===== src/rtl/tmr_sel_pkg.sv =====
package tmr_sel_pkg;
  typedef enum logic [1:0] {
    EDGE_FALL = 2'b00,
    EDGE_RISE = 2'b01,
    EDGE_NONE = 2'b10,
    EDGE_BOTH = 2'b11
  } edge_sel_e;

  typedef enum logic [1:0] {
    CKS_DIV_LO  = 2'b00,
    CKS_DIV_MID = 2'b01,
    CKS_DIV_HI  = 2'b10,
    CKS_EXT     = 2'b11
  } cks_e;

  typedef struct packed {
    edge_sel_e  es1;
    edge_sel_e  es0;
    logic [1:0] rsvd;
    cks_e       cks;
  } mode_t;
endpackage


===== src/rtl/tmr_prescaler.sv =====
module tmr_prescaler #(
  parameter int unsigned CW       = 6,
  parameter int unsigned NTAP     = 4,
  parameter logic [NTAP*8-1:0] TAP_LOG = {8'd3, 8'd6, 8'd2, 8'd1}
) (
  input  logic            clk_i,
  input  logic            rst_ni,
  input  logic            en_i,
  output logic [NTAP-1:0] stb_o
);
  logic [CW-1:0] cnt_q;

  always_ff @(posedge clk_i or negedge rst_ni) begin
    if (!rst_ni)    cnt_q <= '0;
    else if (!en_i) cnt_q <= '0;
    else            cnt_q <= cnt_q + 1'b1;
  end

  // tap k strobes once per 2**TAP_LOG[k] cycles, at all-ones of its low bits
  for (genvar k = 0; k < NTAP; k++) begin : g_tap
    localparam int unsigned L = int'(TAP_LOG[k*8 +: 8]);
    assign stb_o[k] = en_i & (&cnt_q[L-1:0]);
  end
endmodule


===== src/rtl/tmr_edge_chan.sv =====
module tmr_edge_chan
  import tmr_sel_pkg::*;
#(
  parameter int unsigned SYNC_STAGES  = 2,
  parameter int unsigned FILT_SAMPLES = 3   // >= 3
) (
  input  logic      clk_i,
  input  logic      rst_ni,
  input  logic      raw_i,
  input  logic      smp_i,
  input  logic      load_i,
  input  logic      act_i,
  input  edge_sel_e sel_i,
  output logic      ev_o
);
  localparam int unsigned HW = FILT_SAMPLES - 1;

  logic [SYNC_STAGES-1:0] sync_q;
  logic [HW-1:0]          hist_q;
  logic                   filt_q, prev_q, lvl, agree, rise, fall;

  always_ff @(posedge clk_i or negedge rst_ni) begin
    if (!rst_ni) sync_q <= '0;
    else         sync_q <= {sync_q[SYNC_STAGES-2:0], raw_i};
  end

  assign lvl   = sync_q[SYNC_STAGES-1];
  assign agree = lvl ? (&hist_q) : ~(|hist_q);

  always_ff @(posedge clk_i or negedge rst_ni) begin
    if (!rst_ni) begin
      hist_q <= '0;
      filt_q <= 1'b0;
    end else if (load_i) begin
      hist_q <= {HW{lvl}};
      filt_q <= lvl;
    end else if (smp_i) begin
      hist_q <= (hist_q << 1) | HW'(lvl);
      if (agree) filt_q <= lvl;
    end
  end

  // reset value low gives the first-start rising event; reload suppresses it later
  always_ff @(posedge clk_i or negedge rst_ni) begin
    if (!rst_ni)     prev_q <= 1'b0;
    else if (load_i) prev_q <= lvl;
    else if (act_i)  prev_q <= filt_q;
  end

  assign rise = filt_q & ~prev_q;
  assign fall = ~filt_q & prev_q;

  always_comb begin
    unique case (sel_i)
      EDGE_FALL: ev_o = act_i & fall;
      EDGE_RISE: ev_o = act_i & rise;
      EDGE_BOTH: ev_o = act_i & (rise | fall);
      default:   ev_o = 1'b0;
    endcase
  end
endmodule


===== src/rtl/tmr_clk_sel.sv =====
module tmr_clk_sel
  import tmr_sel_pkg::*;
#(
  parameter int unsigned DIV_LO_LOG   = 1,
  parameter int unsigned DIV_MID_LOG  = 2,
  parameter int unsigned DIV_HI_LOG   = 6,
  parameter int unsigned SMP_LOG      = 3,
  parameter int unsigned SYNC_STAGES  = 2,
  parameter int unsigned FILT_SAMPLES = 3
) (
  input  logic       clk_i,
  input  logic       rst_ni,
  input  logic       run_i,
  input  logic       mode_we_i,
  input  logic [7:0] mode_wdata_i,
  output logic [7:0] mode_o,
  input  logic       ext0_i,
  input  logic       ext1_i,
  output logic       cnt_en_o,
  output logic       ev0_o,
  output logic       ev1_o
);
  localparam int unsigned NTAP = 4;
  localparam logic [NTAP*8-1:0] TAPS = {8'(SMP_LOG), 8'(DIV_HI_LOG),
                                        8'(DIV_MID_LOG), 8'(DIV_LO_LOG)};

  mode_t           mode_q;
  logic            run_q, started_q, start, load, tap, smp;
  logic [NTAP-1:0] stb;

  always_ff @(posedge clk_i or negedge rst_ni) begin
    if (!rst_ni) mode_q <= '0;
    else if (mode_we_i && !run_i)
      mode_q <= '{es1:  edge_sel_e'(mode_wdata_i[7:6]),
                  es0:  edge_sel_e'(mode_wdata_i[5:4]),
                  rsvd: 2'b00,
                  cks:  cks_e'(mode_wdata_i[1:0])};
  end

  assign start = run_i & ~run_q;
  assign load  = start & started_q;

  always_ff @(posedge clk_i or negedge rst_ni) begin
    if (!rst_ni) begin
      run_q     <= 1'b0;
      started_q <= 1'b0;
    end else begin
      run_q <= run_i;
      if (start) started_q <= 1'b1;
    end
  end

  tmr_prescaler #(
    .CW(DIV_HI_LOG), .NTAP(NTAP), .TAP_LOG(TAPS)
  ) u_presc (
    .clk_i, .rst_ni, .en_i(run_q), .stb_o(stb)
  );

  always_comb begin
    unique case (mode_q.cks)
      CKS_DIV_LO:  tap = stb[0];
      CKS_DIV_MID: tap = stb[1];
      CKS_DIV_HI:  tap = stb[2];
      default:     tap = 1'b0;
    endcase
  end

  assign smp = (mode_q.cks == CKS_EXT) ? stb[3] : tap;

  tmr_edge_chan #(.SYNC_STAGES(SYNC_STAGES), .FILT_SAMPLES(FILT_SAMPLES)) u_ch0 (
    .clk_i, .rst_ni, .raw_i(ext0_i), .smp_i(smp), .load_i(load),
    .act_i(run_q), .sel_i(mode_q.es0), .ev_o(ev0_o)
  );

  tmr_edge_chan #(.SYNC_STAGES(SYNC_STAGES), .FILT_SAMPLES(FILT_SAMPLES)) u_ch1 (
    .clk_i, .rst_ni, .raw_i(ext1_i), .smp_i(smp), .load_i(load),
    .act_i(run_q), .sel_i(mode_q.es1), .ev_o(ev1_o)
  );

  assign cnt_en_o = (mode_q.cks == CKS_EXT) ? ev0_o : tap;
  assign mode_o   = mode_q;
endmodule


===== config.mk =====
export PLATFORM = sky130hd
export DESIGN_NAME = tmr_clk_sel
export DESIGN_NICKNAME = d
export VERILOG_FILES = /design/src/rtl/tmr_sel_pkg.sv /design/src/rtl/tmr_prescaler.sv /design/src/rtl/tmr_edge_chan.sv /design/src/rtl/tmr_clk_sel.sv
export SDC_FILE = /design/constraint.sdc
export NUM_CORES = 1
export LEC_CHECK = 0
export BUFFER_PORTS_ARGS = -buffer_cell sky130_fd_sc_hd__buf_2
export CORE_ASPECT_RATIO = 1.4
export CORE_MARGIN = 2
export CORE_UTILIZATION = 44
export CTS_CLUSTER_SIZE = 30
export DETAILED_ROUTE_END_ITERATION = 16
export GPL_TIMING_DRIVEN = 0
export PLACE_DENSITY = 0.7
export SLEW_MARGIN = 20
export SYNTH_ARGS = -nofsm -noshare
export SYNTH_HDL_FRONTEND = slang
export SYNTH_SLANG_ARGS = --single-unit

===== constraint.sdc =====
create_clock -name clk_i -period 5.3 [get_ports clk_i]
set_input_delay 0.795 -clock clk_i [delete_from_list [all_inputs] [get_ports clk_i]]
set_output_delay 0.795 -clock clk_i [all_outputs]
set_load 0.01 [all_outputs]

Yosys cells after proc, flatten, opt, wreduce, memory -nomap -nowiden --
Cells that the tools add are included.
Operators by class: add/subtract/negate cells 1, equal/unequal tests 7, muxes and demuxes 22, bitwise logic cells 27, reductions and logical operators 18
Operators by type and width (count):
- 1-bit bitwise AND | 16
- 1-bit 2-to-1 mux | 14
- 2-bit AND reduction | 5
- 1-bit case mux with 3 select lines | 3
- 2-bit equality test, second input constant | 4
- 2-bit 2-to-1 mux | 4
- 2-bit nonzero test | 4
- 1-bit inverter | 7
- 6-bit by 1-bit adder with 6-bit output, second input constant | 1
- 2-bit by 1-bit equality test with 1-bit output, second input constant | 3
- 2-bit zero test | 3
- 6-bit 2-to-1 mux | 1
- 6-bit AND reduction | 1
- 2-bit by 1-bit OR with 2-bit output | 2
- 2-bit OR reduction | 2
- 3-bit AND reduction | 1
- 1-bit OR | 2
- 1-bit logical AND | 1
- 1-bit zero test | 1
Word-level totals: register bits after elaboration 26, input port bits 14, output and inout bits 11, word-level logic and storage cells 89

Logic depth before layout (Yosys ltp) --
Gate-level depths: netlist of the first run.
depth after elaboration 6, gate-level depth with buffers 6, gate-level depth less buffers 6

Hierarchy --
A second synthesis of the first run with hierarchy kept.
Unflattened totals: cell total of the unflattened synthesis 108, area total of the unflattened synthesis 1242.4 µm²
Modules (own cells, without submodules):
- tmr_edge_chan | instances 2, cells each 29, area an instance 289.0 µm², sequential area each 150.1 µm²
- tmr_clk_sel | instances 1, cells each 24, area an instance 374.1 µm², sequential area each 200.2 µm²
- tmr_prescaler | instances 1, cells each 26, area an instance 290.3 µm², sequential area each 150.1 µm²

Worst setup path after synthesis of the first run --
No wires, ideal clock.
path kind register to output, start point register mode_q (netlist bit mode_o[0]), end point output port cnt_en_o, arrival 1540 ps, data required time 4505 ps, slack 2965 ps, cell stages (with the launch flop) 5, buffers on the path 0, cells stage by stage dfrtp_1 > inv_1 > ha_1 > a2111oi_4 > a22o_1
On the way: longest elaborated chain between the ends 3, elaborated cells between the ends (all ways) 6, classes of those cells eq/ne (3); mux (2); reduce/logical (1)
RTL lines:
- start, declared | line tmr_clk_sel.sv:27 | mode_t mode_q;
- start signal, assigned | line tmr_clk_sel.sv:34 | mode_q <= '{es1: edge_sel_e'(mode_wdata_i[7:6]),
- 2-bit equality test (tied with other cells) | line tmr_clk_sel.sv:60 | unique case (mode_q.cks)
- 1-bit case mux with 3 select lines | line tmr_clk_sel.sv:60
- 1-bit 2-to-1 mux * | line tmr_clk_sel.sv:80 | assign cnt_en_o = (mode_q.cks == CKS_EXT) ? ev0_o : tap;
- end, declared | line tmr_clk_sel.sv:19 | output logic cnt_en_o,
Every way passes the cells marked *; elsewhere a longest branch is shown, timed or not.

Final worst setup path of the first run --
Ends and elaborated chain as after synthesis.

==> out/qor.txt, run 1 <==
first-pass GRT wire length: 3.95 mm
ANT cells: 0
status: finished clean
main combinational cell family by area after synthesis: compound AO/OA/AOI/OAI gates
post-synthesis mux area share: 5.78%
average wire per standard cell: 12.8 um
Leak Pwr: 0.724 nW
Max-Cap Viols: 0
CP top delay family: compound AO/OA/AOI/OAI gates
WS Path Type: reg2out
gpl congestion: 0.728
Arr. time, crit path: 2.01 ns
Max H-tree Level: 1
Synth area leader: dfrtp_1
actual slew at the worst max-slew pin: 0.580 ns
minimum clock period: 2.80 ns
register bit count reported by yosys: 26
vias in the first global route: 893
Slowest cell on crit path: a2111oi_4
Layout Skew: 0.00743 ns
clock latency on the worst-skew pair: 0.27 ns
Tcrit/Tclk final: 52.9%
Port Buf Inserts: 20
Pre-Repair DR Iteration Count: 4
DR DRC count: 0
ANT nets after route: 0
number of setup buffers added after CTS: 0
Setup WS post-layout: 2.50 ns
Post-CTS Resized: 0
Avg Cell Area, Syn: 11.0 um^2
Worst Hold Class: reg2reg
TNS Setup: 0 ns
VDD IR max: 172 uV
XOR/XNOR Fraction of Synth Area: 2.02%
CTS root buf: clkbuf_8
vias per inst: 5.14
largest net degree at the start of global routing: 27
Fill cells: 258
worst path required time: 4.51 ns
post-route cell area: 1520 um^2
worst relative slew slack: 61.4%
Final Hold Fails: 0
Post-Place Cell Area: 1450 um^2
DP Wirelength: 1.75 mm
Netlist Area Pre-Place: 1300 um^2
Yosys warnings: 0
die height: 68.3 um
Max Slew Vio Count: 0
RSZ-0062 raised after global routing: false
Synth Area in Compound Gates: 15.5%
gr ovfl total: 0
DP Worst Slack: 2.79 ns
Core Util, Final: 53.4%
Finish-stage setup viols: 0
Seq/Total Area, Yosys: 50.1%
Worst Setup Start Kind: flip-flop
Die X-Extent: 49.9 um
Max clock buf depth: 2
vias: 926
Post-Route WL: 2.30 mm
Core Rows: 23
CTS tree: done
Hold Buf Count CTS: 0
crit-path cells: inv_1 > ha_1 > a2111oi_4 > a22o_1 > buf_2
synthesized instance count: 118
Fmax: 357 MHz
number of sinks on the clock net: 26
Simple-Gate Fraction of Synth Area: 12.9%
Clock transition at path regs: 0.09 ns
top cells by area, synth: dfrtp_1 50%, ha_1 9.6%, a211oi_1 4.6%
antenna violations before repair: 0
Total Routing Usage GR: 15.1%
pwr dens: 346 nW/um^2
crit-path max FO: 6
post-synth top area share: 50.1%
crit-path max cell delay: 0.57 ns
Critical Path End Type: output port
post-synthesis cell type count: 30
Core Footprint: 2850 um^2
share of cells above drive strength 1: 26.6%
area delta synth->final: 17.1%
initial detailed-routing violation count: 26
Net count, final: 168
Synth Area in Adders: 9.63%
IO Count: 25
initial core utilization: 45.6%
CTS buffer count: 3
Die ar.: 3410 um^2
worst path buffer plus inverter count: 2
==> per-layer routing <==
metal,part of all wire [%],vias up,GRT usage [%]
met1,44,437,17.5
met5,0,-,0
li1,-,460,-
met3,4.4,2,1.97
met2,51,27,28.0
met4,0.61,0,6.25
==> stage by stage <==
step / power [mW] / hold WS [ns] / cells
floorplan: 0.331 / 0.331 / 119
global placement: 0.361 / 0.335 / 176
detailed placement: 0.368 / 0.336 / 176
CTS: 0.532 / 0.359 / 180
global route: 0.555 / 0.363 / 180
finish: 0.526 / 0.356 / 180
==> placed cells by master, fill, tap and decap left out, types with 4 or more instances in the layout <==
cell      Yosys  final
nand2_1      13     13
a21oi_1       5      5
nand3_1       5      5
nor2_1        7      7
buf_2         0     20
mux2_2        4      4
ha_1         10     10
o211ai_1      4      4
dfrtp_1      26     26
inv_1         7      7
a211oi_1      8      8
==> kinds of logic after synthesis <==
group	count (synthesis)
AO/OA/AOI/OAI	26
XOR/XNOR	3
adder cells (fa/ha/maj)	10
buffers and inverters	11
flip-flops	26
multiplexers	6
other	1
AND/OR/NAND/NOR	35
==> cells in the mapped netlist (all sizes together) <==
library cell  count
xor2              3
a211oi            8
and2              2
dfrtp            26
mux2              6
o21ai             3
and3              1
nand3b            1
clkbuf            1
and3b             1
a31oi             2
a21o              2
nor2              7
a21oi             5
a22o              1
inv               8
ha               10
nor3              2
nor2b             1
nand3             5
nand2            13
or2               2
conb              1
buf               2
o211ai            4
a2111oi           1
==> flip-flops by register name (all words and copies together) (netlist names) <==
register	flops
mode_o	6
run_q	1
started_q	1
u_ch0.filt_q	1
u_ch0.hist_q	2
u_ch0.prev_q	1
u_ch0.sync_q	2
u_ch1.filt_q	1
u_ch1.hist_q	2
u_ch1.prev_q	1
u_ch1.sync_q	2
u_presc.cnt_q	6
==> report_power, final <==
group          internal [mW]  total (mW)  leakage (nW)  switching, mW
clock network          0.101       0.163        0.0357         0.0620
registers              0.225       0.251         0.319         0.0269
logic                 0.0548       0.112         0.369         0.0567
total                  0.380       0.526         0.724          0.146
==> final cells by class <==
type	instances	area [um^2]	share of cell area [%]
sequential	26	651	42.8
multi-input combinational	82	603	39.7
timing repair buffer	20	100	6.58
tap	37	46.3	3.05
clock buffer	3	41.3	2.72
clock inverter	1	30.0	1.98
inverter	8	30.0	1.98
buffer	3	18.8	1.23
==> path summary, 6_finish.rpt <==
kind                                 start          endpoint  slack, ns  depth (start not counted)
setup / recovery                 mode_o[0]          cnt_en_o       2.50                          5
hold / removal             u_ch1.sync_q[0]   u_ch1.sync_q[1]       0.36                          0
setup reg to reg                 mode_o[0]   u_ch1.hist_q[0]       3.24                          5
hold reg to reg            u_ch1.sync_q[0]   u_ch1.sync_q[1]       0.36                          0
max in group asynchronous           rst_ni  u_presc.cnt_q[0]       4.41                          1
min in group asynchronous           rst_ni   u_ch0.sync_q[0]       0.51                          1
Note: power is estimated with default switching activity, not from simulation.
==> run 2, diff against run 1 <==
--- a/config.mk
+++ b/config.mk
@@ -12,7 +12,7 @@
 export CTS_CLUSTER_SIZE = 30
 export DETAILED_ROUTE_END_ITERATION = 16
 export GPL_TIMING_DRIVEN = 0
-export PLACE_DENSITY = 0.7
+export PLACE_DENSITY = 0.72
 export SLEW_MARGIN = 20
 export SYNTH_ARGS = -nofsm -noshare
 export SYNTH_HDL_FRONTEND = slang
==> constraint.sdc (replaced) <==
create_clock -name clk_i -period 2.5 [get_ports clk_i]
set_input_delay 0.375 -clock clk_i [delete_from_list [all_inputs] [get_ports clk_i]]
set_output_delay 0.375 -clock clk_i [all_outputs]
set_load 0.01 [all_outputs]
==> run 2 against run 1 <==
Net effect: critical path depth is the same; register-to-register slack worse by 2.8 ns; power grew 99%; clock skew decreased by 0.0041 ns; critical endpoint unchanged.
==> out/qor.txt, run 2 (synthesized netlist as in run 1, its figures left out) <==
status: finished clean
vias in the first global route: 948 (+6.2%)
CTS root buf: clkbuf_8
Max clock buf depth: 2 (unchanged)
IO Count: 25 (unchanged)
Critical Path End Type: output port
register area: 651 um^2 (unchanged)
vias per inst: 5.30 (+3.0%)
Tcrit/Tclk final: 94.5%
Layout Skew: 0.00331 ns (-0.00411 ns)
DR DRC count: 0 (unchanged)
minimum clock period: 2.36 ns
Worst Setup Start Kind: flip-flop
vias: 954 (+3.0%)
Core Rows: 23 (unchanged)
commonest non-fill, non-tap cell in the layout: dfrtp_1
pwr dens: 697 nW/um^2 (+100%)
area delta synth->final: 15.8%
R2R depth: 5 (unchanged)
WS Path Type: reg2out
Post-CTS Resized: 0 (unchanged)
Hold Buf Count CTS: 0 (unchanged)
worst path required time: 2.12 ns (-2.39 ns)
Core Util, Final: 52.8% (-0.57 points)
CTS buffer count: 3 (unchanged)
FF-to-FF Start: mode_o[0]
largest net degree at the start of global routing: 27 (unchanged)
Max-Cap Viols: 0 (unchanged)
Max H-tree Level: 1 (unchanged)
Die X-Extent: 49.9 um (unchanged)
clock latency on the worst-skew pair: 0.27 ns (about the same)
Pre-Repair DR Iteration Count: 4 (unchanged)
actual slew at the worst max-slew pin: 0.576 ns (-0.00368 ns)
commonest cells after routing, fill and taps aside: 26 x dfrtp_1, 20 x buf_2, 13 x nand2_1
number of setup buffers added after CTS: 0 (unchanged)
Post-Route WL: 2.37 mm (+3.1%)
antenna violations before repair: 0 (unchanged)
Clock transition at path regs: 0.09 ns (about the same)
Finish-stage setup viols: 0 (unchanged)
worst relative slew slack: 61.6% (+0.25 points)
share of cells above drive strength 1: 26.6% (unchanged)
Post-Place Cell Area: 1450 um^2 (unchanged)
Final Hold Fails: 0 (unchanged)
RSZ-0062 raised after global routing: false
die height: 68.3 um (unchanged)
Worst Hold Class: in2async
initial detailed-routing violation count: 18 (-31%)
r2r setup slk: 0.47 ns (-2.77 ns)
Fmax: 423 MHz
crit-path max FO: 6 (unchanged)
ANT cells: 0 (unchanged)
gpl congestion: 0.710 (-2.5%)
average wire per standard cell: 13.1 um (+3.1%)
post-route cell area: 1500 um^2 (-1.1%)
CTS tree: done
DP Wirelength: 1.78 mm (+1.3%)
Reg-to-Reg End: u_ch1.hist_q[0]
first-pass GRT wire length: 3.94 mm (-0.18%)
Multi-input gate area: 603 um^2 (unchanged)
Fill cells: 252 (-2.3%)
Die ar.: 3410 um^2 (unchanged)
Port Buf Inserts: 20 (unchanged)
TNS Setup: 0 ns (unchanged)
Leak Pwr: 0.717 nW (-0.96%)
Max Slew Vio Count: 0 (unchanged)
VDD IR max: 380 uV (+120%)
Arr. time, crit path: 1.99 ns (-0.02 ns)
Net count, final: 168 (unchanged)
number of sinks on the clock net: 26 (unchanged)
ANT nets after route: 0 (unchanged)
gr ovfl total: 0 (unchanged)
Total Routing Usage GR: 15.4% (+0.30 points)
Core Footprint: 2850 um^2 (unchanged)
Crit. Startpoint: mode_o[0]
initial core utilization: 45.6% (unchanged)
==> run 2: through the flow <==
step	worst slack, ns	total power, mW	hold WS (ns)	instances
2_1_floorplan	0.572	0.702	0.0794	119
3_3_place_gp	0.466	0.765	0.334	176
3_5_place_dp	0.431	0.782	0.340	176
4_1_cts	0.120	1.06	0.107	180
5_1_grt	0.0319	1.11	0.130	180
6_report	0.139	1.05	0.0882	180
==> run 2: worst max-delay path by stage <==
stage and end:
6_report cnt_en_o, 5_1_grt cnt_en_o, 4_1_cts cnt_en_o, 3_5_place_dp cnt_en_o, 3_3_place_gp cnt_en_o, 2_1_floorplan u_ch0.hist_q[0]
==> run 2: layout make-up <==
| class | instances | area share [%] |
|---|---|---|
| flip-flops and latches | 26 | 43.3 |
| multi-input cells | 82 | 40.1 |
| repair buffers | 20 | 6.66 |
| clock buffers | 4 | 3.66 |
| well taps | 37 | 3.08 |
| inverters | 8 | 2.00 |
| plain buffers | 3 | 1.25 |
==> run 2: critical path, stage by stage, from the launching register on <==
cell and delay [ns]:
dfrtp_1 0.43, inv_1 0.08, ha_1 0.34, a2111oi_4 0.53, a22o_1 0.20, buf_2 0.12
==> run 2: routing by layer <==
metal | part of all wire [%] | vias to the layer above | track usage [%]
met4 | 2.0 | 0 | 9.72
li1 | - | 457 | -
met2 | 52 | 28 | 29.7
met3 | 4.1 | 5 | 2.40
met5 | 0 | - | 0
met1 | 42 | 464 | 15.4
==> run 2: report_power, final <==
| part | leakage [nW] | switching, mW | total [mW] | internal, mW |
|---|---|---|---|---|
| clock | 0.0288 | 0.134 | 0.275 | 0.141 |
| combinational | 0.369 | 0.123 | 0.239 | 0.117 |
| sequential | 0.319 | 0.0571 | 0.533 | 0.476 |
==> run 3, diff against run 2 <==
--- a/config.mk
+++ b/config.mk
@@ -12,6 +12,7 @@
 export CTS_CLUSTER_SIZE = 30
 export DETAILED_ROUTE_END_ITERATION = 16
 export GPL_TIMING_DRIVEN = 0
+export HOLD_SLACK_MARGIN = 0.15
 export PLACE_DENSITY = 0.72
 export SLEW_MARGIN = 20
 export SYNTH_ARGS = -nofsm -noshare
==> run 3 against run 2 <==
Net effect: non-clock buffer count grew 1; cell count up 0.56%; combinational power hardly changed; worst setup slack stayed put; sequential share of layout area shrank 0.29 points; clock-buffer cell count stayed put; largest cell class unchanged; design area grew 0.67%; global-route usage rose by 0.094 points; register-to-register slack barely moved; clock skew is the same.
==> out/qor.txt, run 3 (synthesized netlist as in run 1, its figures left out) <==
status: finished clean
R2R depth: 5 (unchanged)
WS Path Type: reg2out
internal power: 0.735 mW (+0.14%)
r2r setup slk: 0.47 ns (about the same)
Max clock buf depth: 2 (unchanged)
initial detailed-routing violation count: 17 (-1)
routed wl met3: 92 um (-4.2%)
share of cells above drive strength 1: 26.4% (-0.18 points)
Worst Setup Start Kind: flip-flop
IO Count: 25 (unchanged)
ANT cells: 0 (unchanged)
VDD IR max: 380 uV (about the same)
crit-path max cell delay: 0.53 ns (about the same)
Layout Skew: 0.00331 ns (unchanged)
CTS root buf: clkbuf_8
DP Wirelength: 1.78 mm (unchanged)
RSZ-0062 raised after global routing: false
gpl congestion: 0.710 (unchanged)
CTS tree: done
Reg-to-Reg End: u_ch1.hist_q[0]
Pre-Repair DR Iteration Count: 4 (unchanged)
Endpoint, Worst Hold: u_ch1.sync_q[0]
Fmax: 423 MHz (unchanged)
Clock transition at path regs: 0.09 ns (about the same)
initial core utilization: 45.6% (unchanged)
Finish-stage setup viols: 0 (unchanged)
Worst Hold Class: in2reg
Core Footprint: 2850 um^2 (unchanged)
Max-Cap Viols: 0 (unchanged)
actual slew at the worst max-slew pin: 0.578 ns (+0.00168 ns)
Tcrit/Tclk final: 94.5% (unchanged)
hold_sp: ext1_i
wire length on met2: 1.25 mm (+1.2%)
Die X-Extent: 49.9 um (unchanged)
crit-path max FO: 6 (unchanged)
FF-to-FF Start: mode_o[0]
Leak Pwr: 0.721 nW (+0.58%)
vias: 958 (+0.42%)
average wire per standard cell: 13.2 um (+0.16%)
worst path required time: 2.12 ns (about the same)
Port Buf Inserts: 20 (unchanged)
commonest cells after routing, fill and taps aside: 26 x dfrtp_1, 20 x buf_2, 13 x nand2_1
pwr dens: 693 nW/um^2 (-0.54%)
Arr. time, crit path: 1.99 ns (about the same)
antenna violations before repair: 0 (unchanged)
NetSw: 0.314 mW (about the same)
Seq pwr share: 50.8% (about the same)
worst relative slew slack: 61.5% (-0.11 points)
CTS buffer count: 3 (unchanged)
gr ovfl total: 0 (unchanged)
hold_ws: 0.202 ns (+0.113 ns)
vias in the first global route: 960 (+1.3%)
Final Hold Fails: 0 (unchanged)
Max Used Layer: met4
area delta synth->final: 16.6%
Comb power frac: 22.9% (about the same)
number of sinks on the clock net: 26 (unchanged)
Core Rows: 23 (unchanged)
first-pass GRT wire length: 3.97 mm (+0.71%)
vias per inst: 5.29 (-0.14%)
Net Sw Frac: 30.0% (about the same)
clock latency on the worst-skew pair: 0.27 ns (about the same)
Post-CTS Resized: 0 (unchanged)
largest net degree at the start of global routing: 27 (unchanged)
Critical Path End Type: output port
Post-Route WL: 2.38 mm (+0.72%)
DR DRC count: 0 (unchanged)
TNS Setup: 0 ns (unchanged)
hold path cells: 1
M1 wire length: 988 um (+0.61%)
Clock Power Share: 26.2% (about the same)
Slowest cell on crit path: a2111oi_4
commonest non-fill, non-tap cell in the layout: dfrtp_1
Max H-tree Level: 1 (unchanged)
Total Routing Usage GR: 15.5% (+0.094 points)
Max Slew Vio Count: 0 (unchanged)
Die ar.: 3410 um^2 (unchanged)
Crit. Startpoint: mode_o[0]
ANT nets after route: 0 (unchanged)
Power Total: 1.05 mW (+0.12%)
crit-path cells: inv_1 > ha_1 > a2111oi_4 > a22o_1 > buf_2
Net count, final: 169 (+0.60%)
die height: 68.3 um (unchanged)
minimum clock period: 2.36 ns (unchanged)
[run 3: worst max path at each step]
| stage | to | slack (ns) | cells after the start |
|---|---|---|---|
| finish | cnt_en_o | 0.14 | 5 |
| global route | cnt_en_o | 0.03 | 5 |
| CTS | cnt_en_o | 0.12 | 5 |
| detailed placement | cnt_en_o | 0.43 | 5 |
| global placement | cnt_en_o | 0.47 | 5 |
| floorplan | u_ch0.hist_q[0] | 0.57 | 5 |
[run 3: area by class of cell]
class | count | area [um^2]
fillers | 251 | 1340
multi-input cells | 82 | 603
flip-flops and latches | 26 | 651
inverters | 8 | 30.0
repair buffers | 21 | 110
clock buffers | 4 | 55.1
well taps | 37 | 46.3
plain buffers | 3 | 18.8
[run 3: power groups by stage]
stage / sequential, mW / clock (mW) / combinational (mW)
6_report: 0.533 / 0.275 / 0.241
3_3_place_gp: 0.534 / 0 / 0.231
4_1_cts: 0.532 / 0.282 / 0.245
5_1_grt: 0.542 / 0.299 / 0.271
2_1_floorplan: 0.536 / 0 / 0.166
3_5_place_dp: 0.541 / 0 / 0.241
[run 3: critical path, delay by kind of cell, from the launching register on]
kind            cells  cell delay [ns]
compound gates      2             0.73
fa+ha+maj           1             0.34
flops               1             0.43
buf+inv             2             0.20
[run 3: metal layers]
| metal | vias to the layer above | global-route usage [%] |
|---|---|---|
| met2 | 28 | 30.0 |
| met3 | 5 | 2.40 |
| met1 | 466 | 15.4 |
| met5 | - | 0 |
| li1 | 459 | - |
| met4 | 0 | 9.72 |
[run 3: repair_timing]
| item | 4_1_cts | 5_1_grt |
|---|---|---|
| buffers inserted | 0 | 0 |
| endpoints found under the hold margin | 26 | 0 |
| hold buffers | 1 | 0 |
[run 3: per-stage QoR]
step           util [%]  instances  setup slack, ns  instance area (um^2)
5_1_grt            53.1        181           0.0319                  1510
2_1_floorplan         -        119            0.572                  1300
4_1_cts            53.1        181            0.120                  1510
6_report           53.1        181            0.139                  1510
3_3_place_gp       50.9        176            0.466                  1450
3_5_place_dp       50.9        176            0.431                  1450
